===== config.mk =====
export PLATFORM = sky130hd
export DESIGN_NAME = xonxoff_flow_ctrl
export DESIGN_NICKNAME = d
export VERILOG_FILES = /design/src/rtl/xfc_pkg.sv /design/src/rtl/xfc_level_watch.sv /design/src/rtl/xfc_flow_fsm.sv /design/src/rtl/xfc_char_match.sv /design/src/rtl/xonxoff_flow_ctrl.sv
export SDC_FILE = /design/constraint.sdc
export NUM_CORES = 1
export LEC_CHECK = 0
export BUFFER_PORTS_ARGS = -buffer_cell sky130_fd_sc_hd__buf_2
export CAP_MARGIN = 20
export CORE_MARGIN = 4
export CORE_UTILIZATION = 44
export CTS_BUF_LIST = sky130_fd_sc_hd__clkbuf_8
export DETAILED_ROUTE_END_ITERATION = 8
export PLACE_DENSITY = 0.9
export RECOVER_POWER = 100
export REMOVE_ABC_BUFFERS = 1
export SLEW_MARGIN = 10
export SYNTH_ARGS = -nofsm -noshare
export SYNTH_HDL_FRONTEND = slang
export SYNTH_SLANG_ARGS = --single-unit

===== constraint.sdc =====
create_clock -name clk -period 2.1 [get_ports clk]
set_input_delay 0.42 -clock clk [delete_from_list [all_inputs] [get_ports clk]]
set_output_delay 0.42 -clock clk [all_outputs]
set_load 0.01 [all_outputs]

===== src/rtl/xfc_pkg.sv =====
// Shared types for the in-band flow controller.
package xfc_pkg;
    // Flow state: flowing means the remote sender is allowed to transmit.
    typedef enum logic {
        FLOW_GO   = 1'b0,
        FLOW_STOP = 1'b1
    } flow_state_t;
endpackage


===== src/rtl/xfc_level_watch.sv =====
// Compares the receive FIFO level against the upper and lower marks.
// Assumes: marks are stable programmed values; purely combinational.
// A pair of marks is valid only when lo is nonzero and hi is above lo.
module xfc_level_watch #(
    parameter int LEVEL_W = 8
) (
    input  logic [LEVEL_W-1:0] rx_level,
    input  logic [LEVEL_W-1:0] hi_mark,
    input  logic [LEVEL_W-1:0] lo_mark,
    output logic               marks_ok,
    output logic               at_high,
    output logic               at_low
);
    localparam logic [LEVEL_W-1:0] ZERO = '0;

    // Threshold compares and mark validity check.
    always_comb begin
        marks_ok = (lo_mark != ZERO) && (hi_mark > lo_mark);
        at_high  = (rx_level >= hi_mark);
        at_low   = (rx_level <= lo_mark);
    end
endmodule


===== src/rtl/xfc_flow_fsm.sv =====
// Two-state hysteresis controller that raises one stop or resume request
// per threshold crossing and holds it until the transmitter acknowledges.
// Assumes: tx_ack is a one-cycle strobe; threshold flags come from
// xfc_level_watch in the same cycle.
module xfc_flow_fsm
    import xfc_pkg::*;
(
    input  logic clk,
    input  logic rst_n,
    input  logic flow_en,
    input  logic marks_ok,
    input  logic at_high,
    input  logic at_low,
    input  logic tx_ack,
    output logic xoff_req,
    output logic xon_req
);
    flow_state_t state;
    logic        go_stop;
    logic        go_flow;

    // Decide crossings; only a valid, enabled pair of marks can trigger.
    always_comb begin
        go_stop = flow_en && marks_ok && (state == FLOW_GO)   && at_high;
        go_flow = flow_en && marks_ok && (state == FLOW_STOP) && at_low;
    end

    // Flow state register with forced return to flowing when disabled.
    always_ff @(posedge clk) begin
        if (!rst_n)        state <= FLOW_GO;
        else if (!flow_en) state <= FLOW_GO;
        else if (go_stop)  state <= FLOW_STOP;
        else if (go_flow)  state <= FLOW_GO;
    end

    // Pending request latches: a new crossing wins over the acknowledge.
    always_ff @(posedge clk) begin
        if (!rst_n || !flow_en) begin
            xoff_req <= 1'b0;
            xon_req  <= 1'b0;
        end else if (go_stop) begin
            xoff_req <= 1'b1;
            xon_req  <= 1'b0;
        end else if (go_flow) begin
            xoff_req <= 1'b0;
            xon_req  <= 1'b1;
        end else if (tx_ack) begin
            xoff_req <= 1'b0;
            xon_req  <= 1'b0;
        end
    end


    no_dual_req_chk: assert property (@(posedge clk) disable iff (!rst_n)
        $onehot0({xoff_req, xon_req}));


    xoff_cause_chk: assert property (@(posedge clk) disable iff (!rst_n)
        $rose(xoff_req) |-> $past(flow_en && marks_ok && at_high));


    xon_cause_chk: assert property (@(posedge clk) disable iff (!rst_n)
        $rose(xon_req) |-> $past(flow_en && marks_ok && at_low));


    req_hold_chk: assert property (@(posedge clk) disable iff (!rst_n)
        ((xoff_req || xon_req) && !tx_ack && flow_en) |=> (xoff_req || xon_req));


    bad_marks_hold_chk: assert property (@(posedge clk) disable iff (!rst_n)
        (flow_en && !marks_ok) |=> $stable(state));


    disabled_quiet_chk: assert property (@(posedge clk) disable iff (!rst_n)
        !flow_en |=> (!xoff_req && !xon_req));
endmodule


===== src/rtl/xfc_char_match.sv =====
// Detects the programmed special character in the receive stream and keeps
// a sticky flag and an interrupt request, each with its own clear.
// Assumes: rx_valid marks one new character per strobe; set beats clear.
module xfc_char_match #(
    parameter int CHAR_W = 8
) (
    input  logic              clk,
    input  logic              rst_n,
    input  logic              enh_mode,
    input  logic              spec_det_en,
    input  logic              rx_valid,
    input  logic [CHAR_W-1:0] rx_char,
    input  logic [CHAR_W-1:0] spec_char,
    input  logic              irq_clr,
    input  logic              flag_clr,
    output logic              spec_flag,
    output logic              irq
);
    logic hit;

    // Gated equality compare of the received character.
    always_comb hit = enh_mode && spec_det_en && rx_valid && (rx_char == spec_char);

    // Sticky match flag; a hit in the clearing cycle keeps it set.
    always_ff @(posedge clk) begin
        if (!rst_n)        spec_flag <= 1'b0;
        else if (hit)      spec_flag <= 1'b1;
        else if (flag_clr) spec_flag <= 1'b0;
    end

    // Interrupt request; withdrawn by a status read of this source.
    always_ff @(posedge clk) begin
        if (!rst_n)       irq <= 1'b0;
        else if (hit)     irq <= 1'b1;
        else if (irq_clr) irq <= 1'b0;
    end


    match_sets_chk: assert property (@(posedge clk) disable iff (!rst_n)
        (enh_mode && spec_det_en && rx_valid && rx_char == spec_char) |=> (spec_flag && irq));


    irq_clear_chk: assert property (@(posedge clk) disable iff (!rst_n)
        (irq_clr && !(enh_mode && spec_det_en && rx_valid)) |=> !irq);


    irq_cause_chk: assert property (@(posedge clk) disable iff (!rst_n)
        $rose(irq) |-> $past(rx_valid && enh_mode && spec_det_en));
endmodule


===== src/rtl/xonxoff_flow_ctrl.sv =====
// Top of the in-band flow controller: threshold watch, hysteresis state
// machine and special-character matcher.
// Assumes: rx_level is the current receive FIFO count; all inputs are
// synchronous to clk.
module xonxoff_flow_ctrl #(
    parameter int LEVEL_W = 8,
    parameter int CHAR_W  = 8
) (
    input  logic              clk,
    input  logic              rst_n,
    input  logic              flow_en,
    input  logic              enh_mode,
    input  logic              spec_det_en,
    input  logic [LEVEL_W-1:0] rx_level,
    input  logic [LEVEL_W-1:0] hi_mark,
    input  logic [LEVEL_W-1:0] lo_mark,
    input  logic [CHAR_W-1:0] spec_char,
    input  logic              rx_valid,
    input  logic [CHAR_W-1:0] rx_char,
    input  logic              tx_ack,
    input  logic              irq_clr,
    input  logic              flag_clr,
    output logic              xoff_req,
    output logic              xon_req,
    output logic              spec_flag,
    output logic              irq
);
    logic marks_ok;
    logic at_high;
    logic at_low;

    xfc_level_watch #(.LEVEL_W(LEVEL_W)) u_watch (
        .rx_level (rx_level),
        .hi_mark  (hi_mark),
        .lo_mark  (lo_mark),
        .marks_ok (marks_ok),
        .at_high  (at_high),
        .at_low   (at_low)
    );

    xfc_flow_fsm u_fsm (
        .clk      (clk),
        .rst_n    (rst_n),
        .flow_en  (flow_en),
        .marks_ok (marks_ok),
        .at_high  (at_high),
        .at_low   (at_low),
        .tx_ack   (tx_ack),
        .xoff_req (xoff_req),
        .xon_req  (xon_req)
    );

    xfc_char_match #(.CHAR_W(CHAR_W)) u_match (
        .clk         (clk),
        .rst_n       (rst_n),
        .enh_mode    (enh_mode),
        .spec_det_en (spec_det_en),
        .rx_valid    (rx_valid),
        .rx_char     (rx_char),
        .spec_char   (spec_char),
        .irq_clr     (irq_clr),
        .flag_clr    (flag_clr),
        .spec_flag   (spec_flag),
        .irq         (irq)
    );


    reset_quiet_chk: assert property (@(posedge clk)
        !rst_n |=> (!xoff_req && !xon_req && !spec_flag && !irq));
endmodule


-- Word-level counts from Yosys, hierarchy flattened
Index checks and enable logic that the tools add are counted.
- reduce and logical (&&, ||, !) cells: 20
- equal/unequal tests: 1
- mux-type cells: 10
- magnitude comparators: 3
- bitwise logic cells: 1
- operators with widths (cell ; number):
    1-bit two-way mux ; 10
    1-bit logical AND ; 9
    8-bit == test ; 1
    8-bit greater-or-equal comparator ; 1
    8-bit greater-than comparator ; 1
    8-bit <= comparator ; 1
    2-bit nonzero test ; 4
    8-bit nonzero test ; 1
    3-bit nonzero test ; 1
    1-bit zero test ; 2
    2-bit AND reduction ; 1
    2-bit OR reduction ; 1
    1-bit logical OR ; 1
    1-bit NOT ; 1
- input bits: 49
- word-level logic and storage cells: 40
- bits in registers: 5

-- Longest topological paths before layout
Gate-level depths: netlist (run 1).
- word-level depth: 7
- depth in mapped cells: 8

-- Modules after synthesis
A second synthesis (run 1) with hierarchy kept.
- cells, all modules: 108
- area total of the unflattened synthesis: 862.1 um^2
- by module, submodules not included (module ; seq. area each (um^2) ; cells each ; area an instance (um^2) ; times used):
    xfc_level_watch ; 0.0 ; 77 ; 578.1 ; 1
    xfc_char_match ; 40.0 ; 19 ; 158.9 ; 1
    xfc_flow_fsm ; 60.1 ; 12 ; 125.1 ; 1

-- Least setup slack after synthesis (run 1)
OpenSTA, ideal clock, no wires.
- kind: in2reg
- start point: input port lo_mark[6]
- end point: register u_fsm.xon_req
- stages: 8
- data arrival time: 1.750 ns
- path slack: 0.235 ns
- setup time: 0.116 ns
- data required time: 1.984 ns
- cells stage by stage: inv_1 -> ha_1 -> nand4_1 -> o21ai_0 -> a21oi_1 -> o21ai_1 -> or4_4 -> and3b_1
- cells in the longest elaborated chain, start to end: 6
- RTL lines (what ; RTL line ; source):
    start: declaration ; xonxoff_flow_ctrl.sv:16 ; input logic [LEVEL_W-1:0] lo_mark,
    8-bit greater-than comparator or 8-bit nonzero test (tied branches) ; xfc_level_watch.sv:18 ; marks_ok = (lo_mark != ZERO) && (hi_mark > lo_mark);
    1-bit logical AND ; xfc_level_watch.sv:18 ;
    1-bit logical AND ; xfc_flow_fsm.sv:24, xfc_flow_fsm.sv:25 ;
    1-bit logical AND, on equally long branches (2 in a row) ; xfc_flow_fsm.sv:25, xfc_flow_fsm.sv:24 ;
    1-bit two-way mux (tied with other cells) ; xfc_flow_fsm.sv:44 ; end else if (go_flow) begin
    end signal: assignment ; xfc_flow_fsm.sv:43 ; xon_req <= 1'b0;
    end signal: assignment ; xfc_flow_fsm.sv:46 ; xon_req <= 1'b1;
    end signal: assignment ; xfc_flow_fsm.sv:49 ; xon_req <= 1'b0;
    end: declaration ; xfc_flow_fsm.sv:16 ; output logic xon_req
Parallel ways exist; a longest one is shown, timed or not.
A chain may end at the register's enable or synchronous reset.

-- Worst setup path after layout (run 1)
Same ends and word-level chain as after synthesis.

==> results.txt, run 1 <==
clk sinks: 5
class of the most critical setup path: primary input to flip-flop
clk_lat worst skew: 0.23 ns
RSZ-0062 raised after global routing: false
Die Area: 2750 sq um
Mapped Cells: 109
crit start category: primary input
synth top area cells: ha_1 (35%), dfxtp_1 (12%), inv_1 (7.8%)
hold path depth: 2
Syn Std Cell Area: 868 sq um
WP data required: 2.22 ns
Routed WL: 2450 um
post-CTS setup buffer count: 0
Pleak: 0.645 nW
R2R depth: 5
Die Span Y: 52.4 um
Crit. End Element: flip-flop
fin nets: 239
commonest non-fill, non-tap cell in the layout: buf_2
drt first pass iters: 4
Layout area overhead: 37.8%
r2r startpoint: u_fsm.state
CP Launch Point: lo_mark[6]
number of gates resized after CTS: 0
Worst Tran Pin Value: 0.296 ns
WL/cell: 12.9 um
internal reg-to-reg setup slack: 0.82 ns
Post-DRT Antenna Nets: 0
PD cells: 380 nW/um^2
drt drc: 0
initial antenna violation count: 0
Max Clk Rate: 521 MHz
detailed placement HPWL: 2270 um
Tcrit/Tclk final: 91.3%
# hold bufs at CTS: 0
YS warnings: 0
largest net degree at the start of global routing: 5
CTS Buf Count: 3
smallest hold slack: 0.468 ns
vias in the first global route: 1059
core area: 1800 sq um
Max stage delay cell, worst path: or4_1
Tmin final: 1.92 ns
Worst Path Max Fanout: 3
antenna cells: 0
sequential fraction of the synthesis area: 11.5%
Initial Util: 48.2%
skew final: 0.000106 ns
VDD IR max: 308 uV
Final Max Tran Viols: 0
global route overflow: 0
clock transition at the registers of the reported paths: 0.04 ns
cell taking the most area after synthesis: ha_1
max_slew headroom: 80.1%
H-tree depth: 1
Tot GR Track Use: 20.2%
clk buf depth: 2
layout cells sized above 1: 32.1%
root buf cell: clkbuf_8
biggest cell delay along the critical path: 0.46 ns
Iteration-0 DRC Markers: 10
critical hold path startpoint: rst_n
Mean Syn Cell Area: 7.97 sq um
first-pass GRT wire length: 4110 um
Synth Register Bits: 5
CTS tree: built
Vias: 982
setup TNS: 0 ns
outcome: finished clean
FILL cells: 161
die width: 52.4 um
Row Count: 15
max-cap violation count: 0
Hold Crit Class: primary input to flip-flop
Worst Path Arrival: 2.03 ns
RD Place Congestion: 0.808
port bufs: 52
Setup-failing EPs final: 0
critical path, cell by cell: buf_2, inv_1, ha_1, nand4_1, o21ai_0, a21oi_1, o21ai_1, or4_1, and3b_1
Hold Violations, Final: 0
share of the synthesized area in the top cell type: 34.6%
post-synth cell types: 29
DR vias/cell: 5.17
io pins: 53
most frequent cells in the layout: buf_2 (48), ha_1 (24), inv_1 (19)
==> layer usage <==
layer | global-route usage [%] | wire [um]
met5 | 0 | 0
met4 | 10.2 | 59
met3 | 4.27 | 193
met2 | 40.1 | 1310
met1 | 18.8 | 892
==> Yosys cell counts, drive strengths merged <==
cell type	count
o21ai	4
nand4b	1
nand4	5
nor2	1
nor4	2
xnor2	7
ha	24
or4	1
a21o	2
o221ai	1
a31oi	2
nor3	2
a21boi	2
nand3b	1
a211o	1
o21a	1
nand2b	3
nand3	5
a21oi	10
o211ai	1
dfxtp	5
nor2b	1
nand2	6
and3b	1
a2111oi	1
xor2	1
inv	18
==> metrics by stage <==
step | std cells | worst slack (ns) | power, mW | area [sq um] | util (%)
finish | 190 | 0.182 | 0.455 | 1200 | 66.4
global route | 190 | 0.0613 | 0.495 | 1200 | 66.4
CTS | 190 | 0.233 | 0.463 | 1200 | 66.9
detailed placement | 186 | -0.00140 | 0.280 | 1160 | 64.4
global placement | 186 | 0.0258 | 0.269 | 1160 | 64.4
floorplan | 109 | 0.235 | 0.199 | 868 | -
==> flip-flops by register name (all words and copies together), names as in the netlist <==
signal	cells
u_fsm.state	1
u_fsm.xoff_req	1
u_fsm.xon_req	1
u_match.irq	1
u_match.spec_flag	1
==> kinds of logic after synthesis <==
family | synth area share (%)
flip-flops | 11.5
AND/OR/NAND/NOR | 19.2
XOR/XNOR | 8.07
adder cells (fa/ha/maj) | 34.6
AO/OA/AOI/OAI | 18.9
buffers and inverters | 7.78
==> critical path: cells and delay by family <==
kind	cells	cell delay, ns
and+or+nand+nor	3	0.82
adders and majority gates	1	0.31
buffers and inverters	2	0.14
AOI/OAI and AO/OA	3	0.35
==> final cells by class <==
type,instances,area [sq um],share of cell area (%)
Multi-Input combinational cell,86,697,58.3
Timing Repair Buffer,52,255,21.3
Sequential cell,5,100,8.37
Inverter,18,67.6,5.65
Clock buffer,3,41.3,3.45
Tap cell,25,31.3,2.62
Clock inverter,1,3.75,0.314
==> final timing paths <==
check                  endpoint
setup / recovery  u_fsm.xon_req
hold / removal      u_match.irq
setup reg to reg  u_fsm.xon_req
hold reg to reg     u_match.irq
==> power breakdown <==
| part | leakage [nW] | total (mW) | switching, mW | internal, mW |
|---|---|---|---|---|
| clock | 0.0269 | 0.178 | 0.0523 | 0.126 |
| sequential | 0.0403 | 0.0971 | 0.000653 | 0.0965 |
| combinational | 0.578 | 0.180 | 0.0879 | 0.0921 |
Note: power is estimated with default switching activity, not from simulation.
==> run 2, diff against run 1 <==
--- a/config.mk
+++ b/config.mk
@@ -5,10 +5,11 @@
 export SDC_FILE = /design/constraint.sdc
 export NUM_CORES = 1
 export LEC_CHECK = 0
+export ABC_AREA = 1
 export BUFFER_PORTS_ARGS = -buffer_cell sky130_fd_sc_hd__buf_2
 export CAP_MARGIN = 20
 export CORE_MARGIN = 4
-export CORE_UTILIZATION = 44
+export CORE_UTILIZATION = 46
 export CTS_BUF_LIST = sky130_fd_sc_hd__clkbuf_8
 export DETAILED_ROUTE_END_ITERATION = 8
 export PLACE_DENSITY = 0.9
==> results.txt, run 2 <==
count leader, synth: nand2_1
DP Cell Count: 228 (+23%)
internal reg-to-reg setup slack: 1.30 ns (+0.48 ns)
Syn Std Cell Area: 966 sq um (+11%)
FILL cells: 183 (+14%)
Register Area: 100 sq um (unchanged)
dpl ws: 0.410 ns (+0.412 ns)
Post-DRT Antenna Nets: 0 (unchanged)
Synth Register Bits: 5 (unchanged)
Iteration-0 DRC Markers: 16 (+6)
Max Clk Rate: 643 MHz (+23%)
Tcrit/Tclk final: 74.1% (-17 points)
clk_lat worst skew: 0.22 ns (about the same)
final core utilization: 65.0% (-1.4 points)
Mean Syn Cell Area: 6.48 sq um (-19%)
outcome: finished clean
number of gates resized after CTS: 0 (unchanged)
CTS tree: built
commonest non-fill, non-tap cell in the layout: buf_2
Die Span Y: 53.8 um (+2.7%)
Row Count: 16 (+1)
clk sinks: 5 (unchanged)
RSZ-0062 raised after global routing: false
Finished Layout Cells: 232 (+22%)
detailed placement HPWL: 2070 um (-8.7%)
io pins: 53 (unchanged)
r2r startpoint: u_fsm.state
# hold bufs at CTS: 0 (unchanged)
Hold Path Sink: u_match.irq
Worst Path Arrival: 1.67 ns (-0.36 ns)
WP data required: 2.21 ns (about the same)
layout cells sized above 1: 28.8% (-3.3 points)
post-synth cell types: 24 (-17%)
DR vias/cell: 4.69 (-9.3%)
drt first pass iters: 4 (unchanged)
Post-synth top cells: nand2_1 (38), inv_1 (29), ha_1 (24), nor2_1 (12), a21oi_1 (11)
clock transition at the registers of the reported paths: 0.04 ns (about the same)
Setup-failing EPs final: 0 (unchanged)
dominant synthesized flop cell: dfxtp_1
port bufs: 52 (unchanged)
Die Area: 2900 sq um (+5.4%)
EDFF count, synth: 0 (unchanged)
worst reg2reg path endpoint: u_fsm.xon_req
share of the synthesized area in the top cell type: 31.1% (-3.5 points)
Layout area overhead: 33.4%
Hold Crit Class: primary input to flip-flop
worst setup margin: 0.544 ns (+0.361 ns)
vias in the first global route: 1044 (-1.4%)
antenna cells: 0 (unchanged)
Mapped Cells: 149 (+37%)
synth top area cells: ha_1 (31%), nand2_1 (15%), inv_1 (11%)
Final Max Tran Viols: 0 (unchanged)
root buf cell: clkbuf_8
Initial Util: 48.7% (+0.54 points)
smallest hold slack: 0.455 ns (-0.0124 ns)
CTS Buf Count: 3 (unchanged)
max-cap violation count: 0 (unchanged)
Worst Path Max Fanout: 3 (unchanged)
R2R depth: 3 (-2)
sequential fraction of the synthesis area: 10.4% (-1.2 points)
Hold Violations, Final: 0 (unchanged)
first-pass GRT wire length: 3680 um (-10%)
crit start category: primary input
VDD IR max: 403 uV (+31%)
H-tree depth: 1 (unchanged)
max_slew headroom: 82.0% (+1.9 points)
Cell Area, Placed: 1260 sq um (+8.6%)
critical hold path startpoint: irq_clr
Tmin final: 1.56 ns (-0.361 ns)
cell taking the most area after synthesis: ha_1
class of the most critical setup path: primary input to flip-flop
most frequent cells in the layout: buf_2 (48), nand2_1 (38), inv_1 (30)
largest net degree at the start of global routing: 5 (unchanged)
YS warnings: 0 (unchanged)
CP Launch Point: lo_mark[3]
RD Place Congestion: 0.784 (-2.9%)
WL/cell: 9.52 um (-26%)
initial antenna violation count: 0 (unchanged)
Worst Tran Pin Value: 0.271 ns (-0.0256 ns)
setup TNS: 0 ns (unchanged)
clk buf depth: 2 (unchanged)
Routed WL: 2210 um (-9.9%)
Tot GR Track Use: 16.8% (-3.5 points)
Final Cell Area: 1290 sq um (+7.7%)
fin nets: 279 (+17%)
core area: 1980 sq um (+10%)
post-synthesis async set-or-reset flop share: 0% (unchanged)
post-CTS setup buffer count: 0 (unchanged)
multi-input logic area: 738 sq um (+5.9%)
drt drc: 0 (unchanged)
Pleak: 0.780 nW (+21%)
die width: 53.8 um (+2.7%)
Vias: 1087 (+11%)
skew final: 0.00250 ns (+0.00240 ns)
global route overflow: 0 (unchanged)
PD cells: 356 nW/um^2 (-6.3%)
Crit. End Element: flip-flop
hold path depth: 4 (+2)
Pwr Total: 459 uW (+0.94%)
run 2: worst max-delay path by stage:
stage / to / cells past startpoint
after floorplan: u_fsm.xon_req / 10
after global placement: u_fsm.xoff_req / 11
after detailed placement: u_fsm.xon_req / 11
after CTS: u_fsm.xon_req / 11
after global routing: u_fsm.xon_req / 12
final: u_fsm.xon_req / 11
run 2: critical path, stage by stage:
cell and delay [ns]:
buf_2 0.09, inv_1 0.09, ha_1 0.25, nand2_1 0.10, nor2_1 0.05, nand2_1 0.07
nand3_2 0.07, a21oi_1 0.24, nand3b_2 0.14, nand3_1 0.10, nor2_1 0.05
run 2: power breakdown:
part | internal [mW] | switching (mW)
logic | 0.0921 | 0.0983
clock network | 0.125 | 0.0464
registers | 0.0967 | 0.000681
run 2: logic make-up (layout without fill, tap and decap cells):
family	Yosys count	in the layout	share of synthesized area, %
and+or+nand+nor	65	65	29.4
buffers and inverters	31	87	12.0
adders and majority gates	24	24	31.1
AOI/OAI and AO/OA	18	18	11.7
xor gates and xnor gates	6	6	5.44
DFF	5	5	10.4
run 2: routing by layer:
metal | vias up | part of all wire, % | track usage [%] | wire length, um
met2 | 46 | 51 | 33.7 | 1120
met3 | 0 | 7.2 | 3.05 | 159
met1 | 455 | 42 | 18.4 | 930
met5 | - | 0 | 0 | 0
met4 | 0 | 0 | 1.28 | 0
li1 | 586 | - | - | -
run 2: cell type report:
class                   count  share of cell area, %
multi-input cells         113                   57.3
repair buffers             52                   19.8
inverters                  31                   9.03
flip-flops and latches      5                   7.77
clock buffers               3                   3.20
well taps                  27                   2.62
clock inverters             1                  0.291
